--- config.mk ---
export PLATFORM = sky130hd
export DESIGN_NAME = i2c_cmd_master
export DESIGN_NICKNAME = d
export VERILOG_FILES = /design/src/rtl/i2cm_pkg.sv /design/src/rtl/i2cm_qtick.sv /design/src/rtl/i2cm_seq.sv /design/src/rtl/i2c_cmd_master.sv
export SDC_FILE = /design/constraint.sdc
export NUM_CORES = 1
export LEC_CHECK = 0
export CAP_MARGIN = 20
export CORE_UTILIZATION = 30
export CTS_BUF_LIST = sky130_fd_sc_hd__clkbuf_4 sky130_fd_sc_hd__clkbuf_8 sky130_fd_sc_hd__clkbuf_16
export CTS_CLUSTER_SIZE = 16
export DETAILED_ROUTE_END_ITERATION = 6
export DONT_BUFFER_PORTS = 1
export PLACE_DENSITY = 0.44
export SLEW_MARGIN = 20
export SYNTH_ARGS = -nofsm -noshare
export SYNTH_HDL_FRONTEND = slang
export SYNTH_SLANG_ARGS = --single-unit
--- constraint.sdc ---
create_clock -name clk -period 3.3 [get_ports clk]
set_input_delay 0.495 -clock clk [delete_from_list [all_inputs] [get_ports clk]]
set_output_delay 0.495 -clock clk [all_outputs]
set_load 0.1 [all_outputs]
--- src/rtl/i2cm_pkg.sv ---
`timescale 1ns/1ps
package i2cm_pkg;
  // register byte offsets (host-visible decode)
  localparam logic [3:0] A_CTRL = 4'h0;
  localparam logic [3:0] A_DIV  = 4'h1;
  localparam logic [3:0] A_CMD  = 4'h2;
  localparam logic [3:0] A_DATA = 4'h3;
  localparam logic [3:0] A_FCLR = 4'h8;
  localparam logic [3:0] A_IEN  = 4'hA;

  localparam logic [3:0] OP_START   = 4'd1;
  localparam logic [3:0] OP_RESTART = 4'd2;
  localparam logic [3:0] OP_WRITE   = 4'd3;
  localparam logic [3:0] OP_RD_ACK  = 4'd6;
  localparam logic [3:0] OP_RD_NACK = 4'd7;
  localparam logic [3:0] OP_STOP    = 4'd10;

  localparam logic [1:0] ST_OK    = 2'd0;
  localparam logic [1:0] ST_ACK   = 2'd1;
  localparam logic [1:0] ST_NOACK = 2'd2;
  localparam logic [1:0] ST_ABORT = 2'd3;

  typedef enum logic [1:0] {K_START, K_RESTART, K_STOP, K_BYTE} kind_e;

  // clocks in one quarter of an SCL period
  function automatic int quarter_len(input int div, input int mult);
    return (div + 1) * mult;
  endfunction

  function automatic logic op_known(input logic [3:0] op);
    return (op == OP_START) || (op == OP_RESTART) || (op == OP_WRITE) ||
           (op == OP_RD_ACK) || (op == OP_RD_NACK) || (op == OP_STOP);
  endfunction

  // {scl_low, sda_low} for a quarter of a command
  function automatic logic [1:0] line_pattern(input kind_e k, input logic [1:0] q,
                                              input logic bitv);
    logic [1:0] r;
    case (k)
      K_START:   r = (q == 2'd0) ? 2'b00 : (q == 2'd3) ? 2'b11 : 2'b01;
      K_RESTART: r = (q == 2'd0) ? 2'b10 : (q == 2'd1) ? 2'b00 :
                     (q == 2'd2) ? 2'b01 : 2'b11;
      K_STOP:    r = (q == 2'd0) ? 2'b11 : (q == 2'd1) ? 2'b01 : 2'b00;
      default:   r = {(q == 2'd0) || (q == 2'd3), ~bitv};
    endcase
    return r;
  endfunction
endpackage

--- src/rtl/i2cm_qtick.sv ---
`timescale 1ns/1ps
module i2cm_qtick import i2cm_pkg::*; #(
  parameter int DIV_W = 8,
  parameter int QMULT = 16
) (
  input  logic             clk,
  input  logic             rst_n,
  input  logic             run,
  input  logic             hold,
  input  logic [DIV_W-1:0] div,
  output logic             qtick
);
  localparam int CW = $clog2((1 << DIV_W) * QMULT);

  logic [CW-1:0] cnt, lim;

  assign lim   = CW'(quarter_len(32'(div), QMULT) - 1);
  assign qtick = run && !hold && (cnt >= lim);

  always_ff @(posedge clk) begin
    if (!rst_n || !run) cnt <= '0;
    else if (!hold)     cnt <= (cnt >= lim) ? '0 : cnt + 1'b1;
  end

  // quarter ticks are never back to back
  a_r4_tick_gap: assert property (@(posedge clk) disable iff (!rst_n)
    qtick |=> !qtick);
  // a stretched SCL freezes the quarter counter
  a_r12_hold_freeze: assert property (@(posedge clk) disable iff (!rst_n)
    (run && hold) |=> $stable(cnt));
endmodule

--- src/rtl/i2cm_seq.sv ---
`timescale 1ns/1ps
module i2cm_seq import i2cm_pkg::*; (
  input  logic       clk,
  input  logic       rst_n,
  input  logic       clr,
  input  logic       go,
  input  logic [3:0] op,
  input  logic [7:0] tx,
  input  logic       qtick,
  input  logic       sda_in,
  output logic       busy,
  output logic       owned,
  output logic       done,
  output logic [1:0] status,
  output logic [7:0] rx,
  output logic       rx_load,
  output logic       scl_low,
  output logic       sda_low
);
  logic       busy_q, owned_q, done_q, rxl_q, rd_q, nack_q, ack_q;
  logic       idle_scl_q, idle_sda_q;
  logic [1:0] st_q, q_q;
  logic [3:0] bit_q;
  logic [7:0] sh_q;
  kind_e      kind_q, kind_n;

  logic       bitv, last_q, go_ok, go_bad, byte_phase;
  logic [1:0] pat;

  assign bitv = rd_q ? ((bit_q == 4'd8) ? nack_q : 1'b1)
                     : ((bit_q == 4'd8) ? 1'b1 : sh_q[7]);
  assign pat     = line_pattern(kind_q, q_q, bitv);
  assign scl_low = busy_q ? pat[1] : idle_scl_q;
  assign sda_low = busy_q ? pat[0] : idle_sda_q;
  assign last_q  = (q_q == 2'd3) && (kind_q != K_BYTE || bit_q == 4'd8);
  assign byte_phase = busy_q && (kind_q == K_BYTE);

  assign go_ok  = go && !busy_q && op_known(op) && (owned_q || op == OP_START);
  assign go_bad = go && !busy_q && !go_ok;

  always_comb begin
    if (op == OP_START)        kind_n = owned_q ? K_RESTART : K_START;
    else if (op == OP_RESTART) kind_n = K_RESTART;
    else if (op == OP_STOP)    kind_n = K_STOP;
    else                       kind_n = K_BYTE;
  end

  always_ff @(posedge clk) begin
    if (!rst_n || clr) begin
      busy_q <= 1'b0; owned_q <= 1'b0; done_q <= 1'b0; rxl_q <= 1'b0;
      st_q <= ST_OK; kind_q <= K_BYTE; rd_q <= 1'b0; nack_q <= 1'b0;
      q_q <= '0; bit_q <= '0; sh_q <= '0; ack_q <= 1'b0;
      idle_scl_q <= 1'b0; idle_sda_q <= 1'b0;
    end else begin
      done_q <= 1'b0;
      rxl_q  <= 1'b0;
      if (go_bad) begin
        done_q <= 1'b1;
        st_q   <= ST_ABORT;
      end else if (go_ok) begin
        busy_q <= 1'b1;
        st_q   <= ST_OK;
        kind_q <= kind_n;
        rd_q   <= (op == OP_RD_ACK) || (op == OP_RD_NACK);
        nack_q <= (op == OP_RD_NACK);
        q_q    <= '0;
        bit_q  <= '0;
        sh_q   <= tx;
        ack_q  <= 1'b0;
      end else if (busy_q && qtick) begin
        // mid-high sampling point is the end of quarter 1
        if (kind_q == K_BYTE && q_q == 2'd1) begin
          if (rd_q && bit_q != 4'd8)  sh_q  <= {sh_q[6:0], sda_in};
          if (!rd_q && bit_q == 4'd8) ack_q <= !sda_in;
        end
        if (kind_q == K_BYTE && q_q == 2'd3 && !rd_q && bit_q != 4'd8)
          sh_q <= {sh_q[6:0], 1'b0};
        q_q <= q_q + 2'd1;
        if (kind_q == K_BYTE && q_q == 2'd3 && bit_q != 4'd8)
          bit_q <= bit_q + 4'd1;
        if (last_q) begin
          busy_q     <= 1'b0;
          done_q     <= 1'b1;
          idle_scl_q <= pat[1];
          idle_sda_q <= pat[0];
          case (kind_q)
            K_START, K_RESTART: begin owned_q <= 1'b1; st_q <= ST_OK; end
            K_STOP: begin
              owned_q <= 1'b0;
              st_q    <= sda_in ? ST_OK : ST_ABORT;
            end
            default: begin
              st_q  <= rd_q ? ST_OK : (ack_q ? ST_ACK : ST_NOACK);
              rxl_q <= rd_q;
            end
          endcase
        end
      end
    end
  end

  assign busy    = busy_q;
  assign owned   = owned_q;
  assign done    = done_q;
  assign status  = st_q;
  assign rx      = sh_q;
  assign rx_load = rxl_q;

  // no SDA change while SCL stays released during a byte
  a_r4_sda_steady: assert property (@(posedge clk) disable iff (!rst_n || clr)
    (byte_phase && !scl_low) |=> (scl_low || $stable(sda_low)));
  // start-type commands leave the bus owned
  a_r5_start_owns: assert property (@(posedge clk) disable iff (!rst_n || clr)
    ($fell(busy_q) && (kind_q == K_START || kind_q == K_RESTART)) |-> owned_q);
  // a finished stop drops ownership and frees both wires
  a_r8_stop_frees: assert property (@(posedge clk) disable iff (!rst_n || clr)
    ($fell(busy_q) && kind_q == K_STOP) |-> (!owned_q && !scl_low && !sda_low));
endmodule

--- src/rtl/i2c_cmd_master.sv ---
`timescale 1ns/1ps
module i2c_cmd_master import i2cm_pkg::*; #(
  parameter int QMULT = 16,
  parameter int AW    = 4
) (
  input  logic          clk,
  input  logic          rst_n,
  input  logic          reg_we,
  input  logic [AW-1:0] reg_addr,
  input  logic [7:0]    reg_wdata,
  output logic [7:0]    reg_rdata,
  output logic          irq,
  output logic          scl_oe,
  input  logic          scl_in,
  output logic          sda_oe,
  input  logic          sda_in
);
  logic       ctrl_rst, ien_q, pend_q;
  logic [7:0] div_q, data_q;
  logic [3:0] op_q;

  logic       eng_busy, eng_owned, eng_done, eng_rxl, qtick, hold, go;
  logic [1:0] eng_status;
  logic [7:0] eng_rx;

  function automatic logic hit(input logic [AW-1:0] a, input logic [3:0] off);
    return a == AW'(off);
  endfunction

  assign go   = reg_we && hit(reg_addr, A_CMD) && reg_wdata[7] && !eng_busy && !ctrl_rst;
  assign hold = eng_busy && !scl_oe && !scl_in;

  always_ff @(posedge clk) begin
    if (!rst_n) begin
      ctrl_rst <= 1'b0; ien_q <= 1'b0; pend_q <= 1'b0;
      div_q <= '0; data_q <= '0; op_q <= '0;
    end else begin
      if (reg_we && hit(reg_addr, A_CTRL)) ctrl_rst <= reg_wdata[0];
      if (reg_we && hit(reg_addr, A_DIV))  div_q    <= reg_wdata;
      if (reg_we && hit(reg_addr, A_IEN))  ien_q    <= reg_wdata[0];
      if (go) op_q <= reg_wdata[3:0];
      if (eng_rxl) data_q <= eng_rx;
      else if (reg_we && hit(reg_addr, A_DATA)) data_q <= reg_wdata;
      if (ctrl_rst)      pend_q <= 1'b0;
      else if (eng_done) pend_q <= 1'b1;
      else if (reg_we && hit(reg_addr, A_FCLR) && reg_wdata[0]) pend_q <= 1'b0;
    end
  end

  always_comb begin
    reg_rdata = '0;
    if (hit(reg_addr, A_CTRL))      reg_rdata = {7'd0, ctrl_rst};
    else if (hit(reg_addr, A_DIV))  reg_rdata = div_q;
    else if (hit(reg_addr, A_CMD))  reg_rdata = {eng_busy, eng_status, 1'b0, op_q};
    else if (hit(reg_addr, A_DATA)) reg_rdata = data_q;
    else if (hit(reg_addr, A_IEN))  reg_rdata = {7'd0, ien_q};
  end

  assign irq = pend_q && ien_q;

  i2cm_qtick #(.DIV_W(8), .QMULT(QMULT)) u_tick (
    .clk(clk), .rst_n(rst_n), .run(eng_busy), .hold(hold), .div(div_q), .qtick(qtick));

  i2cm_seq u_seq (
    .clk(clk), .rst_n(rst_n), .clr(ctrl_rst), .go(go), .op(reg_wdata[3:0]),
    .tx(data_q), .qtick(qtick), .sda_in(sda_in), .busy(eng_busy), .owned(eng_owned),
    .done(eng_done), .status(eng_status), .rx(eng_rx), .rx_load(eng_rxl),
    .scl_low(scl_oe), .sda_low(sda_oe));

  // soft reset idles the engine and drops the flag
  a_r1_soft_idle: assert property (@(posedge clk) disable iff (!rst_n)
    ctrl_rst |=> (!eng_busy && !pend_q && !scl_oe && !sda_oe));
  // command writes while busy leave the opcode alone
  a_r3_busy_ignore: assert property (@(posedge clk) disable iff (!rst_n)
    (eng_busy && reg_we && hit(reg_addr, A_CMD)) |=> $stable(op_q));
  // non-start command without ownership aborts at once
  a_r9_unowned_abort: assert property (@(posedge clk) disable iff (!rst_n || ctrl_rst)
    (go && reg_wdata[3:0] != OP_START && !eng_owned) |=> (eng_done && eng_status == ST_ABORT));
  // a completion always leaves the flag pending
  a_r10_done_flag: assert property (@(posedge clk) disable iff (!rst_n || ctrl_rst)
    eng_done |=> pend_q);
endmodule

# Word level (Yosys, flattened, before mapping)
# Cells that the tools add are included.
[classes]
addsub = 5
n_mul = 0
div = 0
n_lt_le_gt_ge = 1
eq_ne = 20
shifts = 0
muxes = 57
bitwise_logic = 6
n_reduce_logical = 75
[ops]
columns = ["cell", "n"]
rows = [
  ["8-bit two-way mux", 11],
  ["2-bit two-way mux", 17],
  ["1-bit logical AND", 28],
  ["1-bit two-way mux", 22],
  ["4-bit by 2-bit equality test with 1-bit output, second input constant", 4],
  ["4-bit equality test, second input constant", 4],
  ["2-bit nonzero test", 8],
  ["12-bit by 1-bit adder with 12-bit output, second input constant", 1],
  ["12-bit greater-or-equal comparator", 1],
  ["12-bit two-way mux", 1],
  ["4-bit two-way mux", 3],
  ["4-bit AND reduction", 3],
  ["3-bit nonzero test", 4],
  ["12-bit by 2-bit subtractor with 12-bit output, second input constant", 1],
  ["1-bit logical OR", 11],
  ["1-bit logical NOT", 9],
  ["8-bit by 1-bit adder with 8-bit output, second input constant", 1],
  ["2-bit equality test, second input constant", 4],
  ["4-bit by 1-bit equality test with 1-bit output, second input constant", 2],
  ["4-bit by 3-bit equality test with 1-bit output, second input constant", 2],
  ["8-bit OR reduction", 1],
  ["1-bit inverter", 6],
  ["2-bit case mux with 3 select lines", 1],
  ["2-bit AND reduction", 3],
  ["12 further kinds", 16],
]
[word_totals]
register_bits = 62
latchBits = 0
mem_bits_rw = 0
romBits = 0
inputBits = 17
output_inout_bits = 11
elab_cells = 185
memories = 0

# Longest topological paths before layout
# Gate-level depths: netlist of run 1.
[logic_depth]
ltp_word = 16
mapped_depth = 15
mapped_depth_nobuf = 12

# Modules after synthesis
# From an unflattened synthesis of run 1, not the netlist that was laid out.
[unflattened]
hier_cells = 446
hier_area_um2 = 3729.8
[by_module_without_submodules]
columns = ["mod", "instances", "cells_per_inst", "area_each_um2", "seq_area_each_um2"]
rows = [
  ["i2cm_seq", 1, 159, 1440.1, 540.5],
  ["i2c_cmd_master", 1, 160, 1281.2, 460.4],
  ["i2cm_qtick", 1, 127, 1008.5, 240.2],
]

# Worst setup path before layout of run 1
# No wires, ideal clock.
[synth_path]
path_type = "input to output"
from = "in reg_addr[0]"
to = "out reg_rdata[1]"
arrival_time_ns = 3.302
setup_slack_ns = -0.497
stages = 3
path_buffers = 0
cell_sequence = "nor3_1 -> a22oi_1 -> o21ai_0"
[synth_between]
elab_chain_cells = 5
[synth_lines]
columns = ["item", "line", "rtl"]
rows = [
  ["from (decl)", "i2c_cmd_master.sv:9", "input logic [AW-1:0] reg_addr,"],
  ["4-bit by 2-bit equality test with 1-bit output", "i2c_cmd_master.sv:27", "return a == AW'(off);"],
  ["8-bit two-way mux", "i2c_cmd_master.sv:55", "else if (hit(reg_addr, A_DATA)) reg_rdata = data_q;"],
  ["8-bit two-way mux", "i2c_cmd_master.sv:54", "else if (hit(reg_addr, A_CMD)) reg_rdata = {eng_busy, eng_status, 1'b0, op_q};"],
  ["8-bit two-way mux", "i2c_cmd_master.sv:53", "else if (hit(reg_addr, A_DIV)) reg_rdata = div_q;"],
  ["8-bit two-way mux (*)", "i2c_cmd_master.sv:52", "if (hit(reg_addr, A_CTRL)) reg_rdata = {7'd0, ctrl_rst};"],
  ["to (decl)", "i2c_cmd_master.sv:11", "output logic [7:0] reg_rdata,"],
]
# Mark *: on every way between the ends. The rest lies on a longest branch, timed or not.

# Worst setup path after layout of run 1
[layout_path]
from = "reg div_q[1]"
to = "reg u_seq.sh_q[1], in the netlist u_seq.rx[1]"
[layout_between]
elab_chain_cells = 7
[layout_lines]
columns = ["item", "line", "rtl"]
rows = [
  ["from (decl)", "i2c_cmd_master.sv:19", "logic [7:0] div_q, data_q;"],
  ["from (signal assigned)", "i2c_cmd_master.sv:39", "if (reg_we && hit(reg_addr, A_DIV)) div_q <= reg_wdata;"],
  ["8-bit by 1-bit adder with 8-bit output", "i2cm_pkg.sv:27", "return (div + 1) * mult;"],
  ["12-bit by 2-bit subtractor with 12-bit output", "i2cm_qtick.sv:17", "assign lim = CW'(quarter_len(32'(div), QMULT) - 1);"],
  ["12-bit greater-or-equal comparator", "i2cm_qtick.sv:18", "assign qtick = run && !hold && (cnt >= lim);"],
  ["1-bit logical AND", "i2cm_qtick.sv:18", ""],
  ["1-bit logical AND", "i2cm_seq.sv:70", "end else if (busy_q && qtick) begin"],
  ["2-bit nonzero test (no line)", "-", ""],
  ["4-bit AND reduction (no line)", "-", ""],
  ["to (signal assigned)", "i2cm_seq.sv:68", "sh_q <= tx;"],
  ["to (signal assigned)", "i2cm_seq.sv:73", "if (rd_q && bit_q != 4'd8) sh_q <= {sh_q[6:0], sda_in};"],
  ["to (signal assigned)", "i2cm_seq.sv:77", "sh_q <= {sh_q[6:0], 1'b0};"],
  ["to (decl)", "i2cm_seq.sv:24", "logic [7:0] sh_q;"],
]
# No other way between the ends.
# A chain may end at the register's enable or synchronous reset.

==> results of run 1 <==
==> layout make-up <==
| type | count | area (µm²) | area share [%] |
|---|---|---|---|
| flip-flops and latches | 62 | 1250 | 24.9 |
| well taps | 172 | 215 | 4.28 |
| clock buffers | 13 | 268 | 5.33 |
| repair buffers | 55 | 440 | 8.76 |
| inverters | 13 | 48.8 | 0.971 |
| clock inverters | 3 | 42.5 | 0.847 |
| multi-input cells | 372 | 2760 | 54.9 |
==> per-stage QoR <==
stage          area [µm²]  hold WS [ps]  worst slack, ps
2_1_floorplan        4070           413             4.12
3_3_place_gp         4500           450             -238
3_5_place_dp         4500           460             -336
4_1_cts              4950           289             -142
5_1_grt              5020           292             -251
6_report             5020           307             -154
==> worst register-to-register path: cells and delay by family (launching register included) <==
kind	cells	cell delay, ps
AOI/OAI and AO/OA	7	2040
xor gates and xnor gates	1	160
adders and majority gates	2	480
DFF	1	360
and+or+nand+nor	1	330
==> metal layers <==
| metal | vias to the layer above | share of wire [%] | wire [µm] |
|---|---|---|---|
| met5 | - | 0 | 0 |
| met1 | 1756 | 48 | 5710 |
| met3 | 11 | 2.5 | 295 |
| li1 | 1824 | - | - |
| met4 | 0 | 1.1 | 127 |
| met2 | 44 | 48 | 5670 |
==> how the worst max path moves through the flow <==
stage | to | startpoint | cells past startpoint
2_1_floorplan | u_seq.rx[1] | div_q[1] | 13
3_3_place_gp | u_seq.rx[5] | div_q[0] | 11
3_5_place_dp | u_seq.rx[6] | div_q[0] | 11
4_1_cts | u_seq.rx[1] | div_q[1] | 11
5_1_grt | u_seq.rx[1] | div_q[0] | 12
6_report | u_seq.rx[1] | div_q[1] | 11
==> state kept, by name, summed over array words and instances, names as in the netlist, 2 cells and up <==
register,flops
div_q,8
data_q,8
u_seq.rx,8
u_tick.cnt,12
op_q,4
u_seq.q_q,2
u_seq.kind_q,2
u_seq.status,2
u_seq.bit_q,4
==> placed cells by master, fill, tap and decap left out, types with 8 or more instances in the layout <==
cell type,synthesis,final
nand3_1,26,25
dfxtp_1,62,57
xor2_1,11,10
clkbuf_16,0,9
o211a_1,8,8
nand2_1,62,61
mux2i_1,18,18
buf_4,1,50
ha_1,16,14
o21ai_0,21,13
a21boi_0,13,13
nor2_1,29,23
xnor2_1,13,11
nand4_1,8,8
a21oi_1,24,20
inv_1,13,13
==> what timing repair did <==
| item | in CTS | in global routing |
|---|---|---|
| cloned | 1 | 1 |
| buffers inserted | 3 | 2 |
| hold buffers | 0 | 0 |
| endpoints found under the setup margin | 35 | 35 |
| pin swaps | 12 | 19 |
| gates resized for setup | 22 | 21 |
==> where the power goes <==
group | internal (mW) | switching [mW]
Sequential | 0.753 | 0.00609
Combinational | 0.0398 | 0.0518
Clock | 0.641 | 0.333
==> logic make-up (layout without fill, tap and decap cells) <==
group,after synthesis,after routing,share of synthesized area [%]
AOI/OAI and AO/OA,132,133,24.9
xor gates and xnor gates,24,24,5.22
adders and majority gates,16,16,4.97
buffers and inverters,49,84,5.78
DFF,62,62,30.8
muxes,20,20,5.31
and+or+nand+nor,179,179,23.0
==> summary.txt, run 1 <==
CTS clk-pin slew, worst paths: 50 ps
Crit path time final: 3450 ps
Placed Cells: 667
Ports: 28
Number of global-route vias before repair: 3515
Pwr/cell area: 363 mW/mm²
N_diodes: 0
Setup Skew: 9.23 ps
CP arrival: 3690 ps
GRT busiest layer: met2
Syn Inst Count: 482
Netlist cell types: 72
Final setup viols: 22
RSZ-0062 raised after global routing: true
WP data required: 3530 ps
Number of port buffers: 0
Sequential area share after synthesis: 30.8%
R2r setup slk: -150 ps
FF-to-FF End: u_seq.rx[1]
Upper clock frequency limit: 0.290 GHz
Post-synth EDFFs: 0
Critical path's slowest cell: o41a_1
Average wire per cell in the routed design: 17.1 µm
Critical path fanouts, max: 8
Crit. End Element: register
Clock sinks: 62
Area grow syn2layout: 24.7%
Hold Startpoint: rst_n
Top-area cell type share of the netlist area: 30.8%
Synthesized area: 0.00403 mm²
Final WS setup: -154 ps
Dpl hpwl: 8.43 mm
GP Congestion: 0.823
Via density: 5.27
Die area: 0.0139 mm²
Status: complete, but fails checks
WL final: 11.8 mm
Final period util: 105%
TritonCTS clock tree: done
Maximum root-to-sink buffer count: 2
Critical path type: reg2reg
Pin count of the biggest net entering global routing: 26
Lkg Pwr: 1.79 nW
Bufs and invs on worst path: 0
Mean post-synth cell area: 8.36 µm²
Root buf cell: clkbuf_16
Met2 Track Usage GR: 29.0%
Min-Delay Path Class: in2reg
Starting density of the core: 31.3%
WHS Endpoint: data_q[2]
Met3 usage: 3.49%
CTS H-tree lvls: 3
Hold depth: 1
Yosys warning count: 0
Final Hold Viols: 0
Initial antenna violation count: 0
Row cnt: 41
Slew headroom: 35.5%
Layout cell share with drive strength beyond 1: 26.1%
Setup TNS: -2050 ps
CTS Buf Count: 9
Drt pass-1 iters: 5
Global route overflow: 0
Met1 Use GR: 23.4%
Synth area leaders: dfxtp_1 31%, nand2_1 5.8%, ha_1 5.0%
#FFs+latches synth: 62
Routed Antenna Nets: 0
Finished Core Util: 39.0%
Ordered list of cells on the worst path: ha_4 > xnor2_2 > a41oi_2 > a2111oi_4 > a21oi_1 > nor4bb_1 > ha_1 > a211o_4 > o41a_1 > a21o_4 > a211oi_2
Core ar.: 0.0129 mm²
Area leader, netlist: dfxtp_1
Max Slew Vio Count: 0
First-pass GRT wire length: 19.3 mm
Crit path max-delay family: compound AO/OA/AOI/OAI gates
Crit start category: register
Layout fillers: 1308
Die boundary height: 118 µm
Max IR drop VDD: 0.000202 V
Most used DFF post-synth: dfxtp_1
Asr flop ratio synth: 0%
Final nets: 546
Via count: 3635
Worst R2R Path Depth: 11
Clock latency on the worst-skew pair: 330 ps
Final non-filler cell total: 690
Power Total: 1.82 mW
GRT Total Usage: 17.7%
Synth Net Count: 515
Post-synth top cells: 62 x dfxtp_1, 62 x nand2_1, 29 x nor2_1, 26 x nand3_1, 24 x a21oi_1
Max incr delay on CP: 530 ps
Die W: 118 µm
Starting DRT DRC Count: 261
Failing checks: negative setup slack
Worst-margin pin slew: 974 ps
Max Cap Viol: 0
Crit Reg-Reg Startpoint: div_q[1]
DRC errors left: 0
No activity file was read; power rests on OpenSTA's default activity.
==> inputs of run 2 (changes only) <==
- CORE_MARGIN: unset -> 8
- REMOVE_ABC_BUFFERS: unset -> 1
==> summary.txt, run 2 (synthesized netlist as in run 1, its figures left out) <==
Status: complete, but fails checks
Failing checks: negative setup slack
Initial antenna violation count: 0
WP data required: 3550 ps
Starting DRT DRC Count: 155
Clock sinks: 62
Setup Skew: 4.60 ps
Pre-CTS setup slack: -313 ps
Max incr delay on CP: 380 ps
Combinational power share: 5.0%
First-pass GRT wire length: 19.0 mm
CTS Buf Count: 9
GRT Total Usage: 13.7%
Max IR drop VDD: 0.000227 V
Pwr/cell area: 351 mW/mm²
Upper clock frequency limit: 0.299 GHz
R2r setup slk: -40 ps
Sw Pwr: 0.407 mW
Final Hold Viols: 0
Largest reg by FF count: u_tick.cnt
Int Pwr: 1.33 mW
Max Slew Vio Count: 0
Dpl hpwl: 8.59 mm
DRC errors left: 0
Switching part of the total: 23.4%
N_diodes: 0
Number of global-route vias before repair: 3597
Die area: 0.0174 mm²
Setup TNS: -185 ps
Die W: 132 µm
Area grow syn2layout: 22.8%
FF-to-FF End: u_seq.rx[7]
Final non-filler cell total: 691
Power Total: 1.74 mW
Clock Power Share: 51.4%
Max reg flops: 12
Worst-margin pin slew: 987 ps
Commonest non-fill, non-tap cell in the layout: nand2_1
CTS H-tree lvls: 3
Lkg Pwr: 1.76 nW
Slew headroom: 34.7%
Via density: 5.23
Crit. Startpoint: div_q[1]
Min-Delay Path Class: in2reg
Average wire per cell in the routed design: 17.1 µm
Number of port buffers: 0
WHS: 296 ps
Hold buffer count at CTS: 0
Ports: 28
WL final: 11.8 mm
Final nets: 543
RSZ-0062 raised after global routing: true
Clock latency on the worst-skew pair: 340 ps
Critical path's slowest cell: dfxtp_4
Critical path type: reg2reg
Placed Cells: 670
Seq pwr share: 43.6%
Crit start category: register
Ordered list of cells on the worst path: ha_4 > xnor2_2 > a41oi_2 > a2111oi_2 > buf_4 > nor3b_4 > nor4bb_2 > ha_1 > a211o_1 > o22a_1 > o41a_1 > a21o_4 > a211oi_2
Crit Reg-Reg Startpoint: div_q[1]
Root buf cell: clkbuf_16
Critical path fanouts, max: 8
Via count: 3617
TritonCTS clock tree: done
Drt pass-1 iters: 5
Global route overflow: 0
CTS clk-pin slew, worst paths: 60 ps
Starting density of the core: 30.5%
Most frequent cells in the layout: 61 x nand2_1, 58 x dfxtp_1, 47 x buf_4, 28 x nor2_1, 26 x nand3_1
Final period util: 101%
Die boundary height: 132 µm
Core ar.: 0.0132 mm²
Routed Antenna Nets: 0
Final WS setup: -42.5 ps
Layout cell share with drive strength beyond 1: 24.3%
Maximum root-to-sink buffer count: 2
Row cnt: 42
Worst R2R Path Depth: 13
Max Cap Viol: 0
GP Congestion: 0.808
CP arrival: 3590 ps
Pin count of the biggest net entering global routing: 26
Crit. End Element: register
CP endpoint: u_seq.rx[7]
Final setup viols: 8
Layout fillers: 1366
Crit path time final: 3340 ps
## run 2: layer usage
metal	GRT usage [%]	vias up	part of all wire, %	wire length (µm)
met3	4.73	10	5.6	663
met4	3.51	0	1.2	146
met1	16.8	1739	46	5420
li1	-	1818	-	-
met2	22.2	50	47	5580
met5	0	-	0	0
## run 2: how the worst min path moves through the flow
stage | from | endpoint | slack, ps | cells past startpoint
4_1_cts | rst_n | data_q[0] | 270 | 1
6_report | reg_wdata[3] | op_q[3] | 300 | 2
3_3_place_gp | u_seq.done | pend_q | 420 | 2
2_1_floorplan | u_seq.done | pend_q | 410 | 2
3_5_place_dp | u_seq.done | pend_q | 430 | 2
5_1_grt | rst_n | data_q[0] | 280 | 1
## run 2: power groups by stage
stage	combinational, mW	clock [mW]	sequential, mW
floorplan	0.0556	0	0.774
global placement	0.0814	0	0.774
detailed placement	0.0821	0	0.775
CTS	0.0863	0.918	0.757
global route	0.0947	0.954	0.758
finish	0.0872	0.892	0.758
## run 2: final cells by class
cell class | instances | area [µm²] | share of cell area, %
repair buffers | 52 | 427 | 8.63
inverters | 13 | 48.8 | 0.987
well taps | 176 | 220 | 4.45
flip-flops and latches | 62 | 1250 | 25.3
multi-input cells | 372 | 2720 | 55.0
clock inverters | 4 | 22.5 | 0.455
clock buffers | 12 | 254 | 5.14
## run 2: what timing repair did
action | CTS | global route
setup buffers | 2 | 2
setup endpoints to repair | 35 | 35
pin swaps | 10 | 15
gates resized for setup | 24 | 12
cloned | 1 | 0
## run 2: critical path, delay by kind of cell (launching register included)
| family | cells | cell delay, ps |
|---|---|---|
| flops | 1 | 380 |
| compound gates | 7 | 1710 |
| simple gates | 2 | 330 |
| buf+inv | 1 | 200 |
| xor+xnor | 1 | 150 |
| fa+ha+maj | 2 | 480 |
## run 2: per-stage QoR
stage / utilization [%] / instance area, µm²
floorplan: - / 3840
global placement: 34.0 / 4490
detailed placement: 34.0 / 4490
CTS: 37.1 / 4890
global route: 37.5 / 4950
finish: 37.5 / 4950
==> inputs of run 3 (changes only) <==
- CORE_MARGIN: 8 -> unset
- RECOVER_POWER: unset -> 50
- SLEW_MARGIN: 20 -> unset
==> summary.txt, run 3 (synthesized netlist as in run 1, its figures left out) <==
FF-to-FF End: u_seq.rx[3]
Number of port buffers: 0
Final non-filler cell total: 697
Starting density of the core: 31.3%
Layout fillers: 1328
WHS Endpoint: data_q[5]
Layout cell share with drive strength beyond 1: 28.6%
Crit. Startpoint: div_q[1]
CTS Buf Count: 9
Routed Antenna Nets: 0
WL final: 11.9 mm
CP arrival: 3670 ps
Final nets: 553
Hold depth: 1
Status: complete, but fails checks
Critical path fanouts, max: 8
Initial antenna violation count: 0
Final setup viols: 26
Global route overflow: 0
Pin count of the biggest net entering global routing: 26
Die W: 118 µm
Min-Delay Path Class: in2reg
DRC errors left: 0
Crit Reg-Reg Startpoint: div_q[1]
Crit path time final: 3420 ps
Final Hold Viols: 0
N_diodes: 0
Pre-CTS setup slack: -311 ps
Max reg flops: 12
Lkg Pwr: 1.85 nW
Combinational power share: 4.6%
Max Cap Viol: 0
Upper clock frequency limit: 0.292 GHz
Worst-margin pin slew: 1020 ps
GRT Total Usage: 17.2%
First-pass GRT wire length: 19.0 mm
Number of global-route vias before repair: 3530
Die boundary height: 118 µm
Crit start category: register
CTS H-tree lvls: 3
RSZ-0062 raised after global routing: true
Clock latency on the worst-skew pair: 330 ps
Setup TNS: -1560 ps
Via density: 5.32
Starting DRT DRC Count: 190
Final WS setup: -123 ps
Critical path type: reg2reg
Slew headroom: 32.3%
Pwr/cell area: 385 mW/mm²
Switching part of the total: 21.1%
Seq pwr share: 38.0%
Setup Skew: 7.97 ps
Area grow syn2layout: 28.5%
Core ar.: 0.0129 mm²
Crit. End Element: register
Average wire per cell in the routed design: 17.0 µm
Sw Pwr: 0.420 mW
Die area: 0.0139 mm²
Final period util: 104%
Largest reg by FF count: u_tick.cnt
Int Pwr: 1.57 mW
Via count: 3711
Finished Cell Area: 0.00518 mm²
Commonest non-fill, non-tap cell in the layout: nand2_1
Ports: 28
Placed Area: 0.00447 mm²
Root buf cell: clkbuf_16
WP data required: 3540 ps
CTS clk-pin slew, worst paths: 60 ps
Placed Cells: 666
Worst R2R Path Depth: 13
Hold Startpoint: rst_n
Dpl hpwl: 8.31 mm
Most frequent cells in the layout: 62 x nand2_1, 58 x dfxtp_1, 57 x buf_4, 24 x nand3_1, 21 x nor2_1
Clock sinks: 62
Max IR drop VDD: 0.000247 V
GP Congestion: 0.818
Maximum root-to-sink buffer count: 2
Failing checks: negative setup slack
Row cnt: 41
Clock Power Share: 57.4%
R2r setup slk: -120 ps
Drt pass-1 iters: 4
Max Slew Vio Count: 0
TritonCTS clock tree: done
run 3: changes by cell type in the layout (fill, tap and decap cells not counted), sizes merged:
cell      before  now
buf           52   62
bufinv         0    3
clkbuf        12   11
clkinv         3    1
clkinvlp       1    0
inv           13   14
run 3: final cells by class:
type                    count  area, µm²  share of cell area, %
clock buffers              11        253                   4.88
clock inverters             5        104                   2.01
inverters                  13       48.8                  0.943
multi-input cells         372       2810                   54.3
flip-flops and latches     62       1250                   24.2
well taps                 172        215                   4.16
repair buffers             62        493                   9.52
run 3: how the worst max path moves through the flow:
stage / endpoint / slack [ps]
after floorplan: reg_rdata[1] / -580
after global placement: u_seq.rx[5] / -150
after detailed placement: u_seq.rx[1] / -310
after CTS: u_seq.rx[4] / -60
after global routing: u_seq.rx[1] / -270
final: u_seq.rx[3] / -120
run 3: what timing repair did:
item	4_1_cts	5_1_grt
pin swaps	13	7
hold buffers	0	0
gates resized for setup	26	35
endpoints found under the setup margin	35	34
setup buffers	7	5
cloned	1	2
run 3: power groups by stage:
stage               Clock (mW)  Sequential, mW  Combinational [mW]
floorplan                    0           0.774              0.0556
global placement             0           0.774              0.0817
detailed placement           0           0.774              0.0823
CTS                       1.17           0.757              0.0878
global route              1.20           0.757              0.0993
finish                    1.14           0.757              0.0917
run 3: worst max-delay path: stages (launching register included):
cell       delay [ps]
dfxtp_4           360
ha_4              190
xnor2_4           150
a41oi_2           150
a2111oi_2         250
buf_4             200
buf_6              90
o21ai_2            50
nor4bb_2          170
ha_1              310
a211o_1           350
o41a_1            560
a21o_4            340
a211oi_2          180
run 3: per-layer routing:
metal  part of all wire [%]  vias up  GRT usage, %
li1                       -     1839             -
met1                     49     1812          23.6
met2                     46       52          27.5
met3                    4.4        8          3.49
met4                   0.77        0          4.09
met5                      0        -             0
run 3: metrics by stage:
stage	utilization [%]	power [mW]	hold slack (ps)
6_report	40.2	1.99	296
5_1_grt	40.2	2.05	287
4_1_cts	38.8	2.01	280
3_5_place_dp	34.7	0.857	443
3_3_place_gp	34.7	0.856	425
2_1_floorplan	-	0.829	413
